File: src/rtl/baud_pkg.sv
package baud_pkg;

  localparam int CTRL_W_DEF     = 32;
  localparam int PRE_W_DEF      = 4;
  localparam int PRE_LSB_DEF    = 16;
  localparam int DIV_W_DEF      = 10;
  localparam int DIV_LSB_DEF    = 0;
  localparam int OS_PER_BIT_DEF = 13;

  typedef enum logic {
    CFG_IDLE    = 1'b0,
    CFG_PENDING = 1'b1
  } cfg_state_e;

  // Mask of the implemented bits within the control word.
  function automatic logic [63:0] field_mask(input int pre_lsb, input int pre_w,
                                             input int div_lsb, input int div_w);
    logic [63:0] m;
    m = (((64'd1 << pre_w) - 64'd1) << pre_lsb) |
        (((64'd1 << div_w) - 64'd1) << div_lsb);
    return m;
  endfunction

endpackage

File: src/rtl/baud_cfg_reg.sv
module baud_cfg_reg #(
  parameter int CTRL_W  = baud_pkg::CTRL_W_DEF,
  parameter int PRE_W   = baud_pkg::PRE_W_DEF,
  parameter int PRE_LSB = baud_pkg::PRE_LSB_DEF,
  parameter int DIV_W   = baud_pkg::DIV_W_DEF,
  parameter int DIV_LSB = baud_pkg::DIV_LSB_DEF
) (
  input  logic              clk,
  input  logic              rst,
  input  logic              wr_en,
  input  logic [CTRL_W-1:0] wr_data,
  input  logic              boundary,
  output logic [PRE_W-1:0]  act_pre,
  output logic [DIV_W-1:0]  act_div,
  output logic              busy,
  output logic [CTRL_W-1:0] rd_data
);
  import baud_pkg::*;

  localparam logic [CTRL_W-1:0] MASK =
    CTRL_W'(field_mask(PRE_LSB, PRE_W, DIV_LSB, DIV_W));

  cfg_state_e        state;
  logic [PRE_W-1:0]  pend_pre;
  logic [DIV_W-1:0]  pend_div;
  logic              load;

  assign load = (state == CFG_PENDING) && boundary;

  always_ff @(posedge clk) begin
    if (rst) begin
      state    <= CFG_IDLE;
      pend_pre <= '0;
      pend_div <= '0;
      act_pre  <= '0;
      act_div  <= '0;
      rd_data  <= '0;
    end else begin
      if (load) begin
        act_pre <= pend_pre;
        act_div <= pend_div;
      end
      if (wr_en) begin
        pend_pre <= wr_data[PRE_LSB +: PRE_W];
        pend_div <= wr_data[DIV_LSB +: DIV_W];
        rd_data  <= wr_data & MASK;
        state    <= CFG_PENDING;
      end else if (load) begin
        state    <= CFG_IDLE;
      end
    end
  end

  assign busy = (state == CFG_PENDING);


  a_r5_busy_after_write: assert property (@(posedge clk) disable iff (rst)
    wr_en |=> busy);


  a_r2_readback: assert property (@(posedge clk) disable iff (rst)
    wr_en |=> rd_data == ($past(wr_data) & MASK));

  // the live setting holds until a boundary
  a_r6_hold_until_boundary: assert property (@(posedge clk) disable iff (rst)
    !boundary |=> $stable(act_pre) && $stable(act_div));

  // pending clears at the boundary when no new write arrives
  a_r6_clear_at_boundary: assert property (@(posedge clk) disable iff (rst)
    busy && boundary && !wr_en |=> !busy);

endmodule

File: src/rtl/baud_prescale.sv
module baud_prescale #(
  parameter int PRE_W = baud_pkg::PRE_W_DEF
) (
  input  logic             clk,
  input  logic             rst,
  input  logic [PRE_W-1:0] ratio_m1,
  output logic             fire
);
  logic [PRE_W-1:0] cnt;

  assign fire = (cnt == ratio_m1);

  always_ff @(posedge clk) begin
    if (rst)       cnt <= '0;
    else if (fire) cnt <= '0;
    else           cnt <= cnt + 1'b1;
  end

  // the coarse count never runs past the programmed ratio
  a_r3_pre_in_range: assert property (@(posedge clk) disable iff (rst)
    1'b1 |-> cnt <= ratio_m1);

endmodule

File: src/rtl/baud_fine_div.sv
module baud_fine_div #(
  parameter int DIV_W = baud_pkg::DIV_W_DEF
) (
  input  logic             clk,
  input  logic             rst,
  input  logic             step,
  input  logic [DIV_W-1:0] div_m1,
  output logic             os_fire,
  output logic             os_tick
);
  logic [DIV_W-1:0] cnt;
  logic             wrap;

  assign wrap    = (cnt == div_m1);
  assign os_fire = step && wrap;

  always_ff @(posedge clk) begin
    if (rst) begin
      cnt     <= '0;
      os_tick <= 1'b0;
    end else begin
      os_tick <= os_fire;
      if (step) begin
        if (wrap) cnt <= '0;
        else      cnt <= cnt + 1'b1;
      end
    end
  end

  // with a divisor above one, a tick is never followed at once by another
  a_r3_os_single_pulse: assert property (@(posedge clk) disable iff (rst)
    os_tick && (div_m1 != '0) |=> !os_tick || (div_m1 != $past(div_m1)));

endmodule

File: src/rtl/baud_bit_count.sv
module baud_bit_count #(
  parameter int OS_PER_BIT = baud_pkg::OS_PER_BIT_DEF
) (
  input  logic clk,
  input  logic rst,
  input  logic os_fire,
  output logic bit_fire,
  output logic bit_tick
);
  localparam int BCNT_W = (OS_PER_BIT > 1) ? $clog2(OS_PER_BIT) : 1;

  generate
    if (OS_PER_BIT > 1) begin : g_count
      logic [BCNT_W-1:0] bcnt;
      logic              last;

      assign last     = (bcnt == BCNT_W'(OS_PER_BIT - 1));
      assign bit_fire = os_fire && last;

      always_ff @(posedge clk) begin
        if (rst) begin
          bcnt <= '0;
        end else if (os_fire) begin
          if (last) bcnt <= '0;
          else      bcnt <= bcnt + 1'b1;
        end
      end


      a_r4_count_range: assert property (@(posedge clk) disable iff (rst)
        1'b1 |-> bcnt < BCNT_W'(OS_PER_BIT));
    end else begin : g_direct
      assign bit_fire = os_fire;
    end
  endgenerate

  always_ff @(posedge clk) begin
    if (rst) bit_tick <= 1'b0;
    else     bit_tick <= bit_fire;
  end

endmodule

File: src/rtl/baud_tick_gen.sv
module baud_tick_gen #(
  parameter int CTRL_W     = baud_pkg::CTRL_W_DEF,
  parameter int PRE_W      = baud_pkg::PRE_W_DEF,
  parameter int PRE_LSB    = baud_pkg::PRE_LSB_DEF,
  parameter int DIV_W      = baud_pkg::DIV_W_DEF,
  parameter int DIV_LSB    = baud_pkg::DIV_LSB_DEF,
  parameter int OS_PER_BIT = baud_pkg::OS_PER_BIT_DEF
) (
  input  logic              clk,
  input  logic              rst,
  input  logic              wr_en,
  input  logic [CTRL_W-1:0] wr_data,
  output logic [CTRL_W-1:0] rd_data,
  output logic              busy,
  output logic              os_tick,
  output logic              bit_tick
);
  logic [PRE_W-1:0] act_pre;
  logic [DIV_W-1:0] act_div;
  logic             pre_fire;
  logic             os_fire;
  logic             bit_fire;

  baud_cfg_reg #(
    .CTRL_W (CTRL_W),
    .PRE_W  (PRE_W),
    .PRE_LSB(PRE_LSB),
    .DIV_W  (DIV_W),
    .DIV_LSB(DIV_LSB)
  ) u_cfg (
    .clk     (clk),
    .rst     (rst),
    .wr_en   (wr_en),
    .wr_data (wr_data),
    .boundary(bit_fire),
    .act_pre (act_pre),
    .act_div (act_div),
    .busy    (busy),
    .rd_data (rd_data)
  );

  baud_prescale #(.PRE_W(PRE_W)) u_pre (
    .clk     (clk),
    .rst     (rst),
    .ratio_m1(act_pre),
    .fire    (pre_fire)
  );

  baud_fine_div #(.DIV_W(DIV_W)) u_div (
    .clk    (clk),
    .rst    (rst),
    .step   (pre_fire),
    .div_m1 (act_div),
    .os_fire(os_fire),
    .os_tick(os_tick)
  );

  baud_bit_count #(.OS_PER_BIT(OS_PER_BIT)) u_bit (
    .clk     (clk),
    .rst     (rst),
    .os_fire (os_fire),
    .bit_fire(bit_fire),
    .bit_tick(bit_tick)
  );


  a_r4_bit_on_os: assert property (@(posedge clk) disable iff (rst)
    bit_tick |-> os_tick);


  a_r6_busy_falls_on_bit: assert property (@(posedge clk) disable iff (rst)
    $fell(busy) |-> bit_tick);

endmodule

File: config.mk
export PLATFORM = sky130hd
export DESIGN_NAME = baud_tick_gen
export DESIGN_NICKNAME = d
export VERILOG_FILES = /design/src/rtl/baud_pkg.sv /design/src/rtl/baud_cfg_reg.sv /design/src/rtl/baud_prescale.sv /design/src/rtl/baud_fine_div.sv /design/src/rtl/baud_bit_count.sv /design/src/rtl/baud_tick_gen.sv
export SDC_FILE = /design/constraint.sdc
export NUM_CORES = 1
export LEC_CHECK = 0
export ABC_AREA = 1
export BUFFER_PORTS_ARGS = -buffer_cell sky130_fd_sc_hd__buf_4
export CAP_MARGIN = 5
export CORE_MARGIN = 2
export CORE_UTILIZATION = 50
export CTS_CLUSTER_SIZE = 28
export DETAILED_ROUTE_END_ITERATION = 16
export GPL_TIMING_DRIVEN = 1
export PLACE_DENSITY_LB_ADDON = 0.2
export SYNTH_ARGS = -nofsm -noshare
export SYNTH_HDL_FRONTEND = slang
export SYNTH_HIERARCHICAL = 1
export SYNTH_SLANG_ARGS = --single-unit
File: constraint.sdc
create_clock -name clk -period 6.6 [get_ports clk]
set_clock_uncertainty 0.2 [all_clocks]
set_input_delay 0.33 -clock clk [delete_from_list [all_inputs] [get_ports clk]]
set_output_delay 0.33 -clock clk [all_outputs]
set_load 0.02 [all_outputs]
==> results of run 1 <==
-- cells by family after synthesis --
group | count (synthesis)
AO/OA/AOI/OAI | 25
XOR/XNOR | 6
adder cells (fa/ha/maj) | 4
buffers and inverters | 91
flip-flops | 49
other | 1
AND/OR/NAND/NOR | 210
-- per-layer routing --
layer  vias up  track usage (%)
li1       1166                -
met1       891             25.4
met2        59             29.2
met3         2             3.97
met4         0             4.68
met5         -                0
-- Yosys cell counts (4+ instances only) --
library cell    n
inv_2           5
nor2_2          6
nor2_1         78
a21oi_1         4
inv_1          61
o21ai_1         5
buf_4          22
nand2_1       102
o21ai_0        14
ha_1            4
dfxtp_1        49
nand3_1         9
nor3_1          4
-- power groups by stage --
stage	logic, W	clock network [W]	registers (W)
after floorplan	0.0000346	0	0.000324
after global routing	0.0000605	0.000265	0.000311
after CTS	0.0000545	0.000258	0.000310
after detailed placement	0.0000544	0	0.000317
final	0.0000542	0.000249	0.000310
after global placement	0.0000536	0	0.000317
-- flip-flops by register name (all words and copies together), names as in the netlist --
| name | cells |
|---|---|
| u_div/cnt | 10 |
| u_cfg/rd_data | 1 |
| u_bit/bit_tick | 1 |
| u_pre/cnt | 4 |
| u_cfg/pend_pre | 4 |
| u_div/os_tick | 1 |
| u_cfg/busy | 1 |
| u_cfg/act_pre | 4 |
| u_cfg/pend_div | 9 |
| u_cfg/act_div | 10 |
| u_bit/g_count.bcnt | 4 |
-- per-stage QoR --
step / power, W / cell area, sq um / cells / hold slack, ns
after floorplan: 0.000359 / 2610 / 403 / 0.192
after global placement: 0.000371 / 2750 / 478 / 0.264
after detailed placement: 0.000371 / 2750 / 478 / 0.283
after CTS: 0.000623 / 2880 / 486 / 0.0407
after global routing: 0.000637 / 2880 / 486 / 0.0451
final: 0.000613 / 2880 / 486 / 0.0496
-- layout make-up --
cell class	instances	area [sq um]	share of cell area (%)
Multi-Input combinational cell	263	1190	41.2
Sequential cell	49	981	34.0
Timing Repair Buffer	33	248	8.60
Inverter	66	248	8.60
Tap cell	67	83.8	2.91
Clock buffer	5	68.8	2.39
Clock inverter	3	65.1	2.26
-- cell usage in the layout (no fill, tap or decap), drive strengths merged --
| master | Yosys | layout |
|---|---|---|
| nor3 | 5 | 5 |
| dfxtp | 49 | 49 |
| o21ai | 20 | 20 |
| nor2 | 86 | 86 |
| bufinv | 0 | 2 |
| nand4 | 2 | 2 |
| nand2 | 106 | 106 |
| clkbuf | 0 | 5 |
| clkinv | 0 | 1 |
| xnor2 | 3 | 3 |
| nand3 | 11 | 11 |
| inv | 66 | 66 |
| buf | 25 | 33 |
| conb | 1 | 18 |
| xor2 | 3 | 3 |
| a21oi | 5 | 5 |
| ha | 4 | 4 |
-- worst min-delay path: stages --
cell	delay, ns
buf_4	0.07
nor2_1	0.03
nor2_1	0.08
-- path summary, 6_finish.rpt --
check,cells after the start,end
worst min-delay path,3,u_cfg/pend_div[5]$_SDFFE_PP0P_
worst max-delay path,17,u_cfg/act_div[2]$_SDFFE_PP0P_
worst min register to register,1,u_pre/cnt[0]$_SDFF_PP0_
worst max register to register,17,u_cfg/act_div[2]$_SDFFE_PP0P_
==> run metrics, run 1 <==
Worst Path Max Fanout 28; post-synth top area cell dfxtp_1; routability cong. 0.883; r2r setup slk 3.86 ns; Leakage roughly 1.5 nW; maximum vdd drop 0.000144 V; Crit Reg-Reg Startpoint u_pre/cnt[0]$_SDFF_PP0_; vias 2118; number of max-cap violations 0; number of flops mapped to enable cells by yosys 0; synth top area cells dfxtp_1 (39%), nand2_1 (15%), nor2_1 (12%); global-route wire length before repair 8110 microns; P_sw around 0.00014 W; core box area 4820 sq um; DR WL met3 257 microns; clock tree sinks 49; Clk network pwr share 40.6%; post-synthesis cell type count 26; die height 75.3 microns; unrepaired setup endpoints after global routing false; hold buffers post-CTS 0; routed vias/inst 4.36; post-synthesis adder-cell area fraction 1.97%; worst slack at placement 3.86 ns; fin util 59.8%; Die X 75.3 microns; layout cell share with drive strength beyond 1 approximately 15%; fill count between 400 and 500; Post-Syn Area per Cell 6.59 sq um; drt wl/cell 9.47 microns; Power Density 213 nW/um^2; Final Hold Vio Count 0; cts repair resizes 0; worst-skew pair later-pin latency 0.30 ns; port buffer count 33; Final ANT Viol Nets 0; DRC 0; post-CTS setup buffer count 0; Starting Density between 50% and 60%; Die ar. 5680 sq um; final WL 4600 microns; crit share post-route 41.5%; ys async rst share 0%; Post-Synth XOR/XNOR Area 2.06%; largest family of logic cells by synthesized area simple AND/OR/NAND/NOR gates; Compound-Gate Fraction of Synth Area 5.21%; Setup Viol. Count Final 0; wl on met1 2300 microns; Area Overhead vs Synth 13.2%; largest net degree at the start of global routing 29; mux share of post-synthesis cell area 0%; CTS Root Cell clkbuf_8; crit path time final roughly 2.7 ns; Congestion Overflow GR 0; min-delay src wr_data[5]; clock buffer depth 2; nature of the critical path startpoint flip-flop; CTS tree done; Post-layout nets 457; Fmax achieved roughly 0.37 GHz; prevailing post-synth register cell dfxtp_1; met2 WL 2010 microns; min-delay worst type primary input to flip-flop; Yosys warning total 6; Setup Crit Path Kind flip-flop to flip-flop; number of buffers created by CTS 5; Final WS setup 3.86 ns; CP delay by family, top simple AND/OR/NAND/NOR gates; Comb pwr share approximately 9%; Site Rows 25; H-tree levels 2; worst endpoint data arrival time 2.74 ns; All-Layer GR Usage between 10% and 20%; Crit. Startpoint u_pre/cnt[0]$_SDFF_PP0_; DP Wirelength around 3200 microns; Seq pwr share 50.6%; Yosys top cell area share around 39%; Fin Setup TNS 0 ns; Antenna Cells 0; First-pass DRT Iterations 4; clock slew at reported path FFs 0.09 ns; Top Metal Used met4; antenna violations before repair 0; Seq/Total Area, Yosys just under 40%; outcome finished clean; crit-path max cell delay ~0.42 ns; Cell Chain, Critical Path inv_1 -> nand2_1 -> nand2_1 -> nor2_1 -> nand2_1 -> inv_1 -> inv_2 -> a21oi_1 -> nand2_1 -> nor2_2 -> nand3_2 -> inv_1 -> inv_1 -> nor2_1 -> nand2_4 -> nor2_1 -> nor2_1; IO Count 70; First DRT Iteration DRCs 100; synthesized flop and latch total 49; crit path buf inv count 5; vias in the first global route 1889; CP Capture Type flip-flop; P_int 0.000474 W; Switching Share approximately 23%; Mapped Area approximately 2500 sq um; final slew viol count 0; Simple-Gate Fraction of Synth Area 34.8%; Slowest-stage cell, CP dfxtp_1; Worst EP required about 6.6 ns; count of mapped cells out of synthesis 386
(Power assumes the default switching activity.)
==> inputs of run 2 (changes only) <==
==> constraint.sdc (replaced) <==
create_clock -name clk -period 2.6 [get_ports clk]
set_clock_uncertainty 0.2 [all_clocks]
set_input_delay 0.13 -clock clk [delete_from_list [all_inputs] [get_ports clk]]
set_output_delay 0.13 -clock clk [all_outputs]
set_load 0.02 [all_outputs]
==> run 2 against run 1 <==
Register-to-register slack got worse by 3.6 ns; clock power grew to 2.6 times the previous value; sequential power rose to 2.5 times the previous value; via count is 11% higher; power grew to 2.6 times the previous value; core utilization grew 7.0 points; global-route usage grew 1.8 points; first-iteration DRC count rose by 11%; critical path depth increased by 1; flip-flop and latch count is the same; die area is the same; wire length rose by 17%.
==> run metrics, run 2 (synthesized netlist as in run 1, its figures left out) <==
outcome finished clean; Antenna Cells 0; largest net degree at the start of global routing 29; nature of the critical path startpoint flip-flop; worst-skew pair later-pin latency around 0.31 ns; Largest regs u_cfg/act_div (10), u_div/cnt (10), u_cfg/pend_div (9); vias in the first global route 2074; Die ar. 5680 sq um; min-delay src wr_en; Congestion Overflow GR 0; number of max-cap violations 0; crit share post-route between 90% and 100%; Leakage 1.70 nW; DRC 0; core box area 4820 sq um; layout cell share with drive strength beyond 1 15.2%; Final ANT Viol Nets 0; Fmax achieved 0.427 GHz; Final Hold Vio Count 0; routed vias/inst 4.51; Area Overhead vs Synth 26.5%; antenna violations before repair 0; clock tree sinks 49; drt wl/cell 10.4 microns; clock buffer depth 2; IO Count 70; Setup Viol. Count Final 0; CTS tree done; routability cong. 0.834; Worst Path Max Fanout 14; Worst EP required around 2.7 ns; port buffer count 33; Site Rows 25; min-delay worst type primary input to flip-flop; final WL 5390 microns; global-route wire length before repair 8740 microns; post-CTS setup buffer count 0; CP Capture Type flip-flop; most frequent cells in the layout nand2_1 (102), nor2_1 (77), inv_1 (61); commonest non-fill, non-tap cell in the layout nand2_1; CTS Root Cell clkbuf_8; Crit. Startpoint u_pre/cnt[0]$_SDFF_PP0_; Cell Chain, Critical Path inv_1 -> nand2_1 -> nand2_1 -> nor2_1 -> nand2_1 -> inv_1 -> inv_2 -> a21oi_1 -> nand2_1 -> nor2_2 -> nand3_2 -> inv_1 -> inv_1 -> nor2_4 -> nand2_4 -> nand2_1 -> nand2_1 -> nor2_1; Starting Density a little over half; Die X about 75 microns; DP Wirelength 3360 microns; crit path time final 2.34 ns; die height 75.3 microns; maximum vdd drop between 0.0003 and 0.0004 V; Slowest-stage cell, CP dfxtp_1; CP dominant cell by count nand2_1; vias 2344; Setup Crit Path Kind flip-flop to flip-flop; All-Layer GR Usage 20.1%; Design Area, Final 3220 sq um; clock slew at reported path FFs 0.10 ns; First-pass DRT Iterations 4; Final WS setup approximately 0.26 ns; worst slack at placement 0.192 ns; WHS 0.132 ns; number of buffers created by CTS 5; worst endpoint data arrival time approximately 2.4 ns; Total Power approximately 0.0016 W; Power Density 501 nW/um^2; final slew viol count 0; Crit Reg-Reg Startpoint u_pre/cnt[0]$_SDFF_PP0_; H-tree levels 2; crit-path max cell delay 0.41 ns; First DRT Iteration DRCs 111; dpl cell area 2780 sq um; Post-layout nets about 490
run 2: worst paths after layout:
path	endpoint	slack (ns)	cells after the start
worst max-delay path	u_cfg/act_div[5]$_SDFFE_PP0P_	0.26	18
worst min-delay path	u_cfg/busy$_SDFFE_PP0P_	0.13	3
worst max register to register	u_cfg/act_div[5]$_SDFFE_PP0P_	0.26	18
worst min register to register	u_pre/cnt[0]$_SDFF_PP0_	0.29	1
run 2: layer usage:
metal	track usage, %	vias up	routed length (microns)
li1	-	1238	-
met1	24.5	1035	2490
met5	0	-	0
met3	5.16	4	290
met4	7.80	0	46
met2	34.1	67	2570
run 2: report_power, final:
group / total [W] / leakage, nW / internal, W / switching [W]
clock: 0.000643 / 0.0681 / 0.000382 / 0.000260
combinational: 0.000180 / 1.24 / 0.0000826 / 0.0000976
sequential: 0.000789 / 0.400 / 0.000771 / 0.0000182
total: 0.00161 / 1.70 / 0.00124 / 0.000376
run 2: final cells by class:
| type | count | area [sq um] |
|---|---|---|
| well taps | 67 | 83.8 |
| repair buffers | 66 | 568 |
| clock inverters | 3 | 65.1 |
| multi-input cells | 264 | 1210 |
| inverters | 66 | 248 |
| fillers | 430 | 1600 |
| clock buffers | 5 | 68.8 |
| flip-flops and latches | 49 | 981 |
run 2: critical path: cells and delay by family (launching register included):
family / cells / cell delay (ns)
AND/OR/NAND/NOR: 12 / 1.15
AO/OA/AOI/OAI: 1 / 0.13
flip-flops: 1 / 0.41
buffers and inverters: 5 / 0.39
run 2: metrics by stage:
stage                     utilization (%)  TNS [ns]  cells
after CTS                            66.5         0    519
after global placement               57.7         0    482
final                                66.9         0    520
after floorplan                         -         0    403
after global routing                 66.9  -0.00527    520
after detailed placement             57.7         0    482
run 2: what timing repair did:
item,4_1_cts,5_1_grt
resized for setup,0,3
setup endpoints to repair,0,14
hold buffers,29,0
endpoints found under the hold margin,20,0
==> inputs of run 3 (changes only) <==
--- a/config.mk
+++ b/config.mk
@@ -14,6 +14,7 @@
 export DETAILED_ROUTE_END_ITERATION = 16
 export GPL_TIMING_DRIVEN = 1
 export PLACE_DENSITY_LB_ADDON = 0.2
+export RECOVER_POWER = 100
 export SYNTH_ARGS = -nofsm -noshare
 export SYNTH_HDL_FRONTEND = slang
 export SYNTH_HIERARCHICAL = 1
==> run 3 against run 2 <==
Flip-flop and latch count stayed put; clock power is essentially flat; worst hold slack got worse by 0.0044 ns; sequential power barely moved; non-clock buffer count unchanged; via count is 0.60% lower; core utilization is 2.1 points lower; largest cell class unchanged.
==> run metrics, run 3 (synthesized netlist as in run 1, its figures left out) <==
Die ar. 5680 sq um; Largest regs u_cfg/act_div (10), u_div/cnt (10), u_cfg/pend_div (9); die height 75.3 microns; vias in the first global route 2074; outcome finished clean; clock tree sinks 49; antenna violations before repair 0; Clk network pwr share 40.2%; dpl cell area 2780 sq um; Comb pwr share 10.4%; P_sw 0.000374 W; largest net degree at the start of global routing 29; Site Rows 25; CP delay by family, top buffers and inverters; Slowest-stage cell, CP inv_1; CP Capture Type flip-flop; slew of the pin with the lowest slew margin 0.747 ns; crit path time final roughly 2.5 ns; CP dominant cell by count dlygate4sd3_1; Setup Viol. Count Final 0; Congestion Overflow GR 0; crit path buf inv count 4; Crit Reg-Reg Startpoint u_pre/cnt[0]$_SDFF_PP0_; Cell Chain, Critical Path dlygate4sd3_1 -> clkbuf_2 -> inv_1 -> o21ai_0 -> nor2_1 -> dlygate4sd3_1; Seq pwr share 49.4%; DP Wirelength 3360 microns; Crit. Startpoint rst; number of buffers created by CTS 5; clock buffer depth 2; routability cong. ~0.83; Power Density 511 nW/um^2; fin cells 520; First DRT Iteration DRCs 120; most frequent cells in the layout nand2_1 (104), nor2_1 (79), inv_1 (62); DRC 0; Switching Share 23.4%; final slew viol count 0; Final ANT Viol Nets 0; maximum vdd drop 0.000355 V; Antenna Cells 0; Worst Path Max Fanout 28; IO Count 70; GR Layer Usage met2 roughly a third; global-route wire length before repair 8740 microns; clock slew at reported path FFs 0.09 ns; Fmax achieved 0.397 GHz; crit-path max cell delay slightly above 0.6 ns; Worst EP required ~2.7 ns; grt met1 use 24.5%; commonest non-fill, non-tap cell in the layout nand2_1; WHS 0.127 ns; Total Power around 0.0016 W; vias 2330; nature of the critical path startpoint primary input; Post-layout nets 491; crit share post-route 96.8%; All-Layer GR Usage 20.1%; Final Hold Vio Count 0; min-delay worst type primary input to flip-flop; final WL 5390 microns; Setup Crit Path Kind primary input to flip-flop; layout cell share with drive strength beyond 1 between 9 and 10%; number of max-cap violations 0; Area Overhead vs Synth 22.7%; M3 GR Usage 5.16%; CTS Root Cell clkbuf_8; placed cells a little under 500; Design Area, Final roughly 3100 sq um; routed vias/inst 4.48; H-tree levels 2; port buffer count 33; worst-skew pair later-pin latency 0.30 ns; Rel. slew slack 50.1%; fin util 64.8%; drt wl/cell between 10 and 15 microns; core box area approximately 4800 sq um; P_int roughly 0.0012 W; worst endpoint data arrival time 2.56 ns; min-delay src wr_en; Die X 75.3 microns; GR peak layer met2; CTS tree done; Leakage around 1.6 nW; First-pass DRT Iterations 4; Starting Density 52.8%
run 3: area by class of cell:
| class | count | area, sq um |
|---|---|---|
| repair buffers | 66 | 494 |
| fillers | 456 | 1700 |
| clock buffers | 5 | 68.8 |
| clock inverters | 3 | 65.1 |
| multi-input cells | 264 | 1180 |
| flip-flops and latches | 49 | 981 |
| inverters | 66 | 248 |
| well taps | 67 | 83.8 |
run 3: per-stage QoR:
stage	setup TNS [ns]	worst slack [ns]
CTS	0	0.164
global placement	0	0.246
floorplan	0	0.220
global route	-0.00341	-0.00341
finish	0	0.0838
detailed placement	0	0.192
run 3: repair_timing:
| item | in CTS | in global routing |
|---|---|---|
| setup endpoints to repair | 0 | 14 |
| hold buffers | 29 | 0 |
| hold endpoints to repair | 20 | 0 |
| setup buffers | 0 | 0 |
| gates resized for setup | 0 | 3 |
run 3: path summary, 6_finish.rpt:
check / end / slack, ns / cells past startpoint
worst min-delay path: u_cfg/busy$_SDFFE_PP0P_ / 0.13 / 3
worst max register to register: u_cfg/act_div[5]$_SDFFE_PP0P_ / 0.26 / 18
worst min register to register: u_pre/cnt[0]$_SDFF_PP0_ / 0.30 / 1
worst max-delay path: u_cfg/pend_div[2]$_SDFFE_PP0P_ / 0.08 / 6
run 3: worst min-delay path: cells and delay by family:
family	cells	cell delay, ns
AO/OA/AOI/OAI	1	0.15
buffers and inverters	2	0.31
run 3: layer usage:
layer	part of all wire (%)	vias up
met4	0.82	0
met1	47	1033
met5	0	-
met2	48	58
li1	-	1235
met3	4.3	4
run 3: power by group through the flow:
stage	combinational (W)	clock [W]	sequential (W)
2_1_floorplan	0.0000878	0	0.000823
3_3_place_gp	0.000136	0	0.000805
3_5_place_dp	0.000137	0	0.000804
4_1_cts	0.000176	0.000657	0.000787
5_1_grt	0.000180	0.000679	0.000792
6_report	0.000165	0.000642	0.000788
